`config.mk`:
```
export PLATFORM = sky130hd
export DESIGN_NAME = pcm_law_xlate
export DESIGN_NICKNAME = d
export VERILOG_FILES = /design/src/rtl/pcm_law_pkg.sv /design/src/rtl/pcm_ctl_mem.sv /design/src/rtl/pcm_law_decode.sv /design/src/rtl/pcm_law_encode.sv /design/src/rtl/pcm_law_xlate.sv
export SDC_FILE = /design/constraint.sdc
export NUM_CORES = 1
export LEC_CHECK = 0
export BUFFER_PORTS_ARGS = -buffer_cell sky130_fd_sc_hd__buf_2
export CELL_PAD_IN_SITES_DETAIL_PLACEMENT = 1
export CELL_PAD_IN_SITES_GLOBAL_PLACEMENT = 1
export CORE_ASPECT_RATIO = 1.1
export CORE_MARGIN = 2
export CORE_UTILIZATION = 45
export DETAILED_ROUTE_END_ITERATION = 8
export PLACE_DENSITY_LB_ADDON = 0.15
export SLEW_MARGIN = 20
export SYNTH_ARGS = -nofsm -noshare
export SYNTH_HDL_FRONTEND = slang
export SYNTH_SLANG_ARGS = --single-unit
```
`constraint.sdc`:
```
create_clock -name clk -period 7.17 [get_ports clk]
set_input_delay 0.3585 -clock clk [delete_from_list [all_inputs] [get_ports clk]]
set_output_delay 0.3585 -clock clk [all_outputs]
set_load 0.03 [all_outputs]
```
`src/rtl/pcm_law_pkg.sv`:
```
package pcm_law_pkg;

  localparam int BYTE_W = 8;
  localparam int MAG_W  = 13;
  localparam int WORD_W = 16;

  typedef struct packed {
    logic       is_data;
    logic [1:0] in_law;
    logic [1:0] out_law;
  } chan_cfg_t;

  // Inversion applied to a data channel byte for one law code.
  function automatic logic [BYTE_W-1:0] data_mask(input logic [1:0] code);
    case (code)
      2'b00:   data_mask = 8'h00;
      2'b01:   data_mask = 8'h55;
      2'b10:   data_mask = 8'hAA;
      default: data_mask = 8'hFF;
    endcase
  endfunction

  // Line inversion of a voice law; bit 0 of the code picks mu-law.
  function automatic logic [BYTE_W-1:0] voice_mask(input logic [1:0] code);
    case (code)
      2'b00:   voice_mask = 8'h55;
      2'b01:   voice_mask = 8'h7F;
      default: voice_mask = 8'h00;
    endcase
  endfunction

endpackage

```
`src/rtl/pcm_ctl_mem.sv`:
```
module pcm_ctl_mem
  import pcm_law_pkg::*;
#(
  parameter int CHANNELS = 32,
  localparam int CH_W = $clog2(CHANNELS)
) (
  input  logic            clk,
  input  logic            rst_n,
  input  logic            wr_en,
  input  logic [CH_W-1:0] wr_chan,
  input  chan_cfg_t       wr_cfg,
  input  logic [CH_W-1:0] rd_chan,
  output chan_cfg_t       rd_cfg
);

  chan_cfg_t entry_q [CHANNELS];

  for (genvar i = 0; i < CHANNELS; i++) begin : g_entry
    logic      hit;
    chan_cfg_t entry_d;

    always_comb begin
      hit     = wr_en && (wr_chan == CH_W'(i));
      entry_d = hit ? wr_cfg : entry_q[i];
    end

    always_ff @(posedge clk or negedge rst_n) begin
      if (!rst_n) entry_q[i] <= '0;
      else        entry_q[i] <= entry_d;
    end

    a_r2_entry_written: assert property (@(posedge clk) disable iff (!rst_n)
      hit |=> entry_q[i] == $past(wr_cfg));
  end

  // Read sees the stored entry; a same-cycle write lands at the edge.
  assign rd_cfg = entry_q[rd_chan];

endmodule

```
`src/rtl/pcm_law_decode.sv`:
```
module pcm_law_decode
  import pcm_law_pkg::*;
(
  input  logic             is_mu,
  input  logic [6:0]       code,
  output logic [MAG_W-1:0] mag
);

  logic [2:0] seg;
  logic [3:0] step;
  logic [13:0] scaled;

  always_comb begin
    seg    = code[6:4];
    step   = code[3:0];
    scaled = (14'({step, 1'b1}) + 14'd32) << seg;
    if (is_mu)            mag = MAG_W'(scaled - 14'd33);
    else if (seg == 3'd0) mag = MAG_W'({step, 2'b10});
    else                  mag = MAG_W'(scaled);
  end

endmodule

```
`src/rtl/pcm_law_encode.sv`:
```
module pcm_law_encode
  import pcm_law_pkg::*;
(
  input  logic             is_mu,
  input  logic [MAG_W-1:0] mag,
  output logic [6:0]       code
);

  logic [13:0] mu_x;
  logic [3:0]  mu_top;
  logic [11:0] a_x;
  logic [3:0]  a_top;
  logic [6:0]  mu_code;
  logic [6:0]  a_code;

  always_comb begin
    mu_x   = 14'(mag) + 14'd33;
    mu_top = 4'd5;
    for (int i = 6; i < 13; i++) if (mu_x[i]) mu_top = 4'(i);
    mu_code = {3'(mu_top - 4'd5), 4'(mu_x >> (mu_top - 4'd4))};

    a_x   = mag[MAG_W-1:1];
    a_top = 4'd4;
    for (int i = 5; i < 12; i++) if (a_x[i]) a_top = 4'(i);
    a_code = {3'(a_top - 4'd4), (a_top == 4'd4) ? a_x[4:1] : 4'(a_x >> (a_top - 4'd4))};

    code = is_mu ? mu_code : a_code;
  end

endmodule

```
`src/rtl/pcm_law_xlate.sv`:
```
module pcm_law_xlate
  import pcm_law_pkg::*;
#(
  parameter int CHANNELS = 32,
  localparam int CH_W = $clog2(CHANNELS)
) (
  input  logic              clk,
  input  logic              rst_n,
  input  logic              cfg_we,
  input  logic [CH_W-1:0]   cfg_chan,
  input  logic [WORD_W-1:0] cfg_word,
  input  logic              in_valid,
  input  logic [CH_W-1:0]   in_chan,
  input  logic [BYTE_W-1:0] in_byte,
  input  logic              in_xlate,
  output logic              out_valid,
  output logic [BYTE_W-1:0] out_byte
);

  // Reset asserts at once and leaves on a clock edge.
  logic [1:0] rst_pipe_q;
  logic       rst_q_n;

  always_ff @(posedge clk or negedge rst_n) begin
    if (!rst_n) rst_pipe_q <= '0;
    else        rst_pipe_q <= {rst_pipe_q[0], 1'b1};
  end
  assign rst_q_n = rst_pipe_q[1];

  chan_cfg_t wr_cfg;
  chan_cfg_t sel;
  logic      cfg_unused;

  assign wr_cfg     = chan_cfg_t'(cfg_word[4:0]);
  assign cfg_unused = ^cfg_word[WORD_W-1:5];

  pcm_ctl_mem #(.CHANNELS(CHANNELS)) u_mem (
    .clk     (clk),
    .rst_n   (rst_q_n),
    .wr_en   (cfg_we),
    .wr_chan (cfg_chan),
    .wr_cfg  (wr_cfg),
    .rd_chan (in_chan),
    .rd_cfg  (sel)
  );

  logic [BYTE_W-1:0] canon_in;
  logic [MAG_W-1:0]  lin_mag;
  logic [6:0]        enc_code;
  logic [BYTE_W-1:0] voice_byte;
  logic [BYTE_W-1:0] data_byte;
  logic [BYTE_W-1:0] result;

  assign canon_in = in_byte ^ voice_mask(sel.in_law);

  pcm_law_decode u_dec (
    .is_mu (sel.in_law[0]),
    .code  (canon_in[6:0]),
    .mag   (lin_mag)
  );

  pcm_law_encode u_enc (
    .is_mu (sel.out_law[0]),
    .mag   (lin_mag),
    .code  (enc_code)
  );

  logic              out_valid_d, out_valid_q;
  logic [BYTE_W-1:0] out_byte_d,  out_byte_q;

  always_comb begin
    voice_byte  = {canon_in[7], enc_code} ^ voice_mask(sel.out_law);
    data_byte   = in_byte ^ data_mask(sel.in_law) ^ data_mask(sel.out_law);
    result      = !in_xlate   ? in_byte   :
                  sel.is_data ? data_byte : voice_byte;
    out_valid_d = in_valid;
    out_byte_d  = in_valid ? result : out_byte_q;
  end

  always_ff @(posedge clk or negedge rst_q_n) begin
    if (!rst_q_n) begin
      out_valid_q <= 1'b0;
      out_byte_q  <= '0;
    end else begin
      out_valid_q <= out_valid_d;
      out_byte_q  <= out_byte_d;
    end
  end

  assign out_valid = out_valid_q;
  assign out_byte  = out_byte_q;

  a_r9_valid_follows: assert property (@(posedge clk) disable iff (!rst_q_n)
    1'b1 |=> out_valid == $past(in_valid));

  a_r9_hold_idle: assert property (@(posedge clk) disable iff (!rst_q_n)
    !in_valid |=> $stable(out_byte));

  a_r8_raw_pass: assert property (@(posedge clk) disable iff (!rst_q_n)
    in_valid && !in_xlate |=> out_byte == $past(in_byte));

  a_r7_same_voice_law: assert property (@(posedge clk) disable iff (!rst_q_n)
    in_valid && in_xlate && !sel.is_data && sel.in_law == sel.out_law
    |=> out_byte == $past(in_byte));

  a_r3_same_data_mask: assert property (@(posedge clk) disable iff (!rst_q_n)
    in_valid && in_xlate && sel.is_data && sel.in_law == sel.out_law
    |=> out_byte == $past(in_byte));

endmodule

```
# --- Word level (Yosys, flattened, before mapping) ---
# Index checks and enable logic that the tools add are counted.
totals:
  reg_bits: 171
  latch_bits: 0
  ram_bits: 0
  romBits: 0
  inputBits: 39
  output_inout_bits: 9
  word_cells: 213
  n_memories: 0
op_classes:
  add_sub_neg: 6
  mul: 0
  div: 0
  magnitude_cmp: 1
  eq_ne: 36
  shift: 3
  n_mux: 27
  bitwise_logic: 5
  reduce_logical: 36
op_table:
  columns: ["operator", "n"]
  rows:
  - ["equality test 5 bit (second input constant)", 16]
  - ["case mux 8 bit (3 select lines)", 2]
  - ["equality test 5 x 4 -> 1 bit (second input constant)", 8]
  - ["2-to-1 mux 4 bit", 10]
  - ["logical AND 1 bit", 32]
  - ["bitwise XOR 8 bit", 4]
  - ["case mux 7 bit (2 select lines)", 2]
  - ["2-to-1 mux 13 bit", 2]
  - ["binary-select mux 5 bit (select 5 bit)", 1]
  - ["equality test 5 x 3 -> 1 bit (second input constant)", 4]
  - ["2-to-1 mux 8 bit", 2]
  - ["adder 13 x 6 -> 14 bit (second input constant)", 1]
  - ["left shift 14 x 3 -> 13 bit", 1]
  - [">> shifter 14 x 4 -> 4 bit", 1]
  - ["subtractor 13 x 6 -> 13 bit (second input constant)", 1]
  - [">> shifter 12 x 4 -> 4 bit", 1]
  - ["equality test 5 x 2 -> 1 bit (second input constant)", 2]
  - ["2-to-1 mux 5 bit", 2]
  - ["2-to-1 mux 2 bit", 4]
  - ["subtractor 4 x 3 -> 4 bit (second input constant)", 2]
  - ["adder 5 x 6 -> 7 bit (second input constant)", 1]
  - ["2-to-1 mux 7 bit", 1]
  - ["greater-or-equal comparator 6 bit (second input constant)", 1]
  - ["NOT 5 -> 6 bit", 1]
  - ["other kinds (9)", 12]

# --- Logic depth before layout (Yosys ltp) ---
logic_depth:
  word_depth: 25
  depth_mapped: 29
  ltp_nobuf: 25

# --- By module ---
# Synthesis repeated with hierarchy kept, for this count alone.
unflattened:
  cells_unflattened: 839
  area_unflattened_um2: 10078.4
modules_own_cells:
  columns: ["module", "instances", "cells_each", "area_each_um2", "seq_area_each_um2"]
  rows:
  - ["pcm_ctl_mem", 1, 458, 7398.3, 4003.8]
  - ["pcm_law_encode", 1, 189, 1216.2, 0.0]
  - ["pcm_law_xlate", 1, 88, 773.2, 275.3]
  - ["pcm_law_decode", 1, 104, 690.7, 0.0]

# --- Least setup slack after synthesis ---
# No wires, ideal clock.
synth_path:
  path_type: "input port to flip-flop"
  startpoint: "input in_chan[1]"
  endpoint: "register out_byte_q[6], in the netlist out_byte[6]"
  setup_time_ns: 0.125
  t_arrival_ns: 5.858
  required_time_ns: 7.045
  slack_ns: 1.187
  path_stages: 27
  path_buffers: 4
  path_cell_list: "buf_4 -> buf_12 -> mux2i_1 -> a22oi_1 -> a21oi_1 -> nor4_4 -> nand2_1 -> and2_2 -> buf_4 -> or4_1 -> ha_1 -> or3_1 -> a31o_1 -> buf_6 -> or2_0 -> a2111o_1 -> a211o_1 -> a31o_1 -> a22o_4 -> nor2_8 -> inv_4 -> ha_1 -> xnor2_1 -> o21ai_0 -> o221ai_1 -> a22o_1 -> mux2_2"
synth_between:
  elab_chain_len: 24
  elab_cells_between_ends: 44
  cone_classes: "5 x add/sub; 4 x eq/ne; 1 x shift; 26 x mux; 5 x bitwise; 3 x reduce/logical"
synth_rtl:
  columns: ["item", "line", "text"]
  rows:
  - ["start, declared", "pcm_law_xlate.sv:13", "input logic [CH_W-1:0] in_chan,"]
  - ["NOT 5 -> 6 bit (implied by the code) (*)", "pcm_ctl_mem.sv:37", "assign rd_cfg = entry_q[rd_chan];"]
  - ["binary-select mux 5 bit (select 5 bit) (*)", "pcm_ctl_mem.sv:37", null]
  - ["2-to-1 mux 5 bit (implied by the code) (*) (2 in a row)", "pcm_ctl_mem.sv:37", null]
  - ["equality test 2 x 1 -> 1 bit or logical NOT 2 bit (tied branches)", "pcm_law_pkg.sv:15, pcm_law_pkg.sv:25", null]
  - ["case mux 7 bit (2 select lines)", "pcm_law_pkg.sv:25", "case (code)"]
  - ["bitwise XOR 8 bit", "pcm_law_xlate.sv:54", "assign canon_in = in_byte ^ voice_mask(sel.in_law);"]
  - ["adder 5 x 6 -> 7 bit", "pcm_law_decode.sv:16", "scaled = (14'({step, 1'b1}) + 14'd32) << seg;"]
  - ["left shift 14 x 3 -> 13 bit", "pcm_law_decode.sv:16", null]
  - ["[... 2 more ...]", null, null]
  - ["adder 13 x 6 -> 14 bit", "pcm_law_encode.sv:17", "mu_x = 14'(mag) + 14'd33;"]
  - ["2-to-1 mux 2 bit (2 in a row)", "pcm_law_encode.sv:19", "for (int i = 6; i < 13; i++) if (mu_x[i]) mu_top = 4'(i);"]
  - ["2-to-1 mux 4 bit (5 in a row)", "pcm_law_encode.sv:19", null]
  - ["subtractor 3 bit", "pcm_law_encode.sv:20", "mu_code = {3'(mu_top - 4'd5), 4'(mu_x >> (mu_top - 4'd4))};"]
  - ["2-to-1 mux 7 bit", "pcm_law_encode.sv:27", "code = is_mu ? mu_code : a_code;"]
  - ["bitwise XOR 8 bit", "pcm_law_xlate.sv:72", "voice_byte = {canon_in[7], enc_code} ^ voice_mask(sel.out_law);"]
  - ["2-to-1 mux 8 bit (*)", "pcm_law_xlate.sv:75", "sel.is_data ? data_byte : voice_byte;"]
  - ["2-to-1 mux 8 bit (*)", "pcm_law_xlate.sv:74", "result = !in_xlate ? in_byte :"]
  - ["end signal, assigned", "pcm_law_xlate.sv:86", "out_byte_q <= out_byte_d;"]
  - ["end, declared", "pcm_law_xlate.sv:69", "logic [BYTE_W-1:0] out_byte_d, out_byte_q;"]
# Every way passes the cells marked *; elsewhere a longest branch is shown, timed or not. The select of a mux whose other input is x is not followed.
# A chain may end at the register's enable or synchronous reset.

# --- Worst setup path after layout ---
layout_path:
  startpoint: "input in_chan[2]"
  endpoint: "register out_byte_q[6], in the netlist out_byte[6]"
# Same word-level chain as after synthesis.

==> reports/qor.yml <==
global_route:
  grt_pass1_wl_um: 50670
  grt_pass1_vias: 8817
  gr-usage-all-layers: 0.2540
  grt_overflow: 0
  grt_max_degree: 70
  antenna_found_initial: 3
yosys:
  synth_edf_count: 0
  synth.avg_cell_area_um2: 11.06
  synthArstFlopShare: 1.000
  ys.flop_type: "dfrtp_1"
  synth_seq_area_share: 0.3891
  yosys_warnings: 0
  synth-seq-cells: 171
  synthCells: 994
  syn_area_um2: 11000
  synth.distinct_cells: 101
  syn_nets: 1037
die:
  rows: 60
  start_util: 0.4536
  core_area_um2: 24250
  dieArea_um2: 25710
  die_h_um: 168.0
  ios: 48
  chipWidth_um: 153.1
sta:
  hold_ws_ns: 0.2356
  setup_tns_ns: 0
  hold_violations: 0
  slew_violations: 0
  rsz0062_at_grt: "no"
  slew_headroom: 0.3610
  fin_crit_sh: 0.9248
  fmax_ghz: 0.1508
  setup_ws_ns: 0.5395
  setup_violations: 0
  period_needed_ns: 6.630
  clock_skew_ns: 0.01271
  tightest_slew_ns: 0.9497
setup_path:
  reg2reg_to: "out_byte[6]"
  reg2reg_from: "u_mem.entry_q[3]"
  critPathRequiredTime_ns: 7.49
  crit_type: "in -> reg"
  rrSetupSlack_ns: 0.69
  critPathMaxFanout: 9
  r2r_cells: 22
  cp.arrival_ns: 6.95
  cp-end-kind: "register"
  critical_path.startpoint_type: "input port"
power_and_ir_drop:
  p_per_area_nw_per_um2: 290.6
  p_int_mw: 2.262
  max-vdd-ir-drop_uv: 170.5
  comb_power_share: 0.364
  power.total_mw: 3.502
  clock_power_share: 0.276
  p_leak_nw: 5.134
  p_seq_frac: 0.359
  swShare: 0.3540
  switchingPower_mw: 1.240
placement:
  dp_slack_ns: 0.2409
  placed_cells: 1301
  dp_hpwl_um: 23140
  routabilityCongestion: 0.8699
  dpl-instance-area_um2: 11430
  io_buffers: 36
finish:
  fin_area_um2: 12050
  drive_above_1_share: 0.3330
  layout_commonest_cell: "dfrtp_1"
  fin_nets: 1054
  layout_common_cells: "170 x dfrtp_1, 166 x mux2_2, 70 x nor2_1"
  finalNonFillerCells: 1335
  area_delta_synth_final_pct: 9.579
  final_util: 0.4970
drt:
  drc: 0
  post_drt_wl_per_cell_um: 24.12
  drtIter0Drc: 524
  drt_pre_antenna_iters: 5
  viasPerCell: 6.274
  finalWirelength_um: 32200
  ant_nets: 0
  route.vias.total: 8376
clock_tree:
  clkTransAtPathRegs_ns: 0.07
  cts_max_path_buffers: 2
  cts_setup_buffers: 0
  cts_buffers: 17
  clk_latency_ns: 0.43
  cts_tree: "done"
  cts_sinks: 171
  htree_levels: 4
  clock-root-buffer: "clkbuf_16"
flow_run:
  maxCapViolCount: 0
status:
  status: "finished clean"
hold_path:
  hp-class: "in -> async"
==> power groups by stage <==
| stage | sequential, mW | clock (mW) | combinational [mW] |
|---|---|---|---|
| global placement | 1.26 | 0 | 1.25 |
| detailed placement | 1.27 | 0 | 1.27 |
| finish | 1.26 | 0.968 | 1.28 |
| CTS | 1.26 | 0.989 | 1.28 |
| floorplan | 1.27 | 0 | 0.938 |
| global route | 1.28 | 1.02 | 1.39 |
==> worst max-delay path by stage <==
stage	from	endpoint	slack, ns
final	in_chan[2]	out_byte[6]	0.54
after global routing	in_chan[2]	out_byte[6]	0.16
after floorplan	in_chan[1]	out_byte[6]	1.19
after global placement	in_chan[1]	out_byte[6]	0.29
after detailed placement	in_chan[2]	out_byte[6]	0.24
after CTS	in_chan[2]	out_byte[6]	0.67
==> worst max-delay path, stage by stage <==
cell and delay, ns:
buf_2 0.20, nor2b_1 0.76, a22oi_1 0.23, nand3_1 0.22, o31ai_4 0.15, o21ai_1 0.36, nand2_1 0.27, a31oi_1 0.24
ha_1 0.24, o21ai_0 0.12, a311oi_1 0.50, and2_1 0.38, a21oi_4 0.13, xnor2_1 0.59, nor4_1 0.16, buf_4 0.19
nor4b_2 0.49, o21ai_4 0.13, ha_1 0.23, xnor2_1 0.12, o21ai_0 0.25, o221ai_1 0.19, a22o_1 0.20, mux2_2 0.25
==> synth_stat cells (all sizes together), types with 5 or more instances <==
cell type	count	share of area
a2111oi	6	0.0099
a211oi	17	0.013
a21o	5	0.0035
a21oi	38	0.020
a22oi	16	0.011
a31oi	10	0.0063
and2	6	0.0038
and3	5	0.0028
buf	23	0.019
clkbuf	46	0.016
dfrtp	171	0.39
inv	16	0.0057
mux2	167	0.17
mux2i	54	0.049
mux4	30	0.061
nand2	64	0.022
nand2b	11	0.0063
nand3	27	0.012
nand4	11	0.0063
nor2	71	0.026
nor2b	9	0.0051
nor3	19	0.010
nor4	9	0.0071
o211ai	10	0.0073
o21ai	37	0.018
o22ai	7	0.0040
o31a	5	0.0040
o31ai	11	0.010
or3	6	0.0034
xnor2	18	0.015
==> metal layers <==
layer | part of all wire | global-route usage
met3 | 0.028 | 0.03449
met2 | 0.52 | 0.4536
met1 | 0.43 | 0.3151
met5 | 0.00040 | 0
met4 | 0.026 | 0.09058
==> area by class of cell <==
class / instances / area [um^2]
Fill cell: 2610 / 12200
Multi-Input combinational cell: 737 / 6271
Sequential cell: 171 / 4283
Clock buffer: 18 / 429.2
Timing Repair Buffer: 67 / 427.9
Tap cell: 310 / 387.9
Clock inverter: 14 / 183.9
Inverter: 17 / 66.31
Antenna cell: 1 / 2.502
==> sequential cells by signal (all words and copies together) (netlist names) <==
signal	count
rst_pipe_q	2
u_mem.entry_q	160
out_valid	1
out_byte	8
==> what timing repair did <==
item | 4_1_cts | 5_1_grt
endpoints found under the hold margin | 2 | 0
resized for setup | 0 | 0
hold buffers | 1 | 0
endpoints found under the setup margin | 0 | 0
==> cell families (layout without fill, tap and decap cells) <==
kind of cell    count (synthesis)  in the layout  share of synthesized area
fa+ha+maj                       4              4                   0.004551
mux                           251            251                     0.2823
simple gates                  253            253                     0.1167
flops                         171            171                     0.3891
buf+inv                        86            116                    0.04118
xor+xnor                       19             19                    0.01581
other cells                     1              2                  0.0003410
compound gates                209            209                     0.1501
Note: power is estimated with default switching activity, not from simulation.
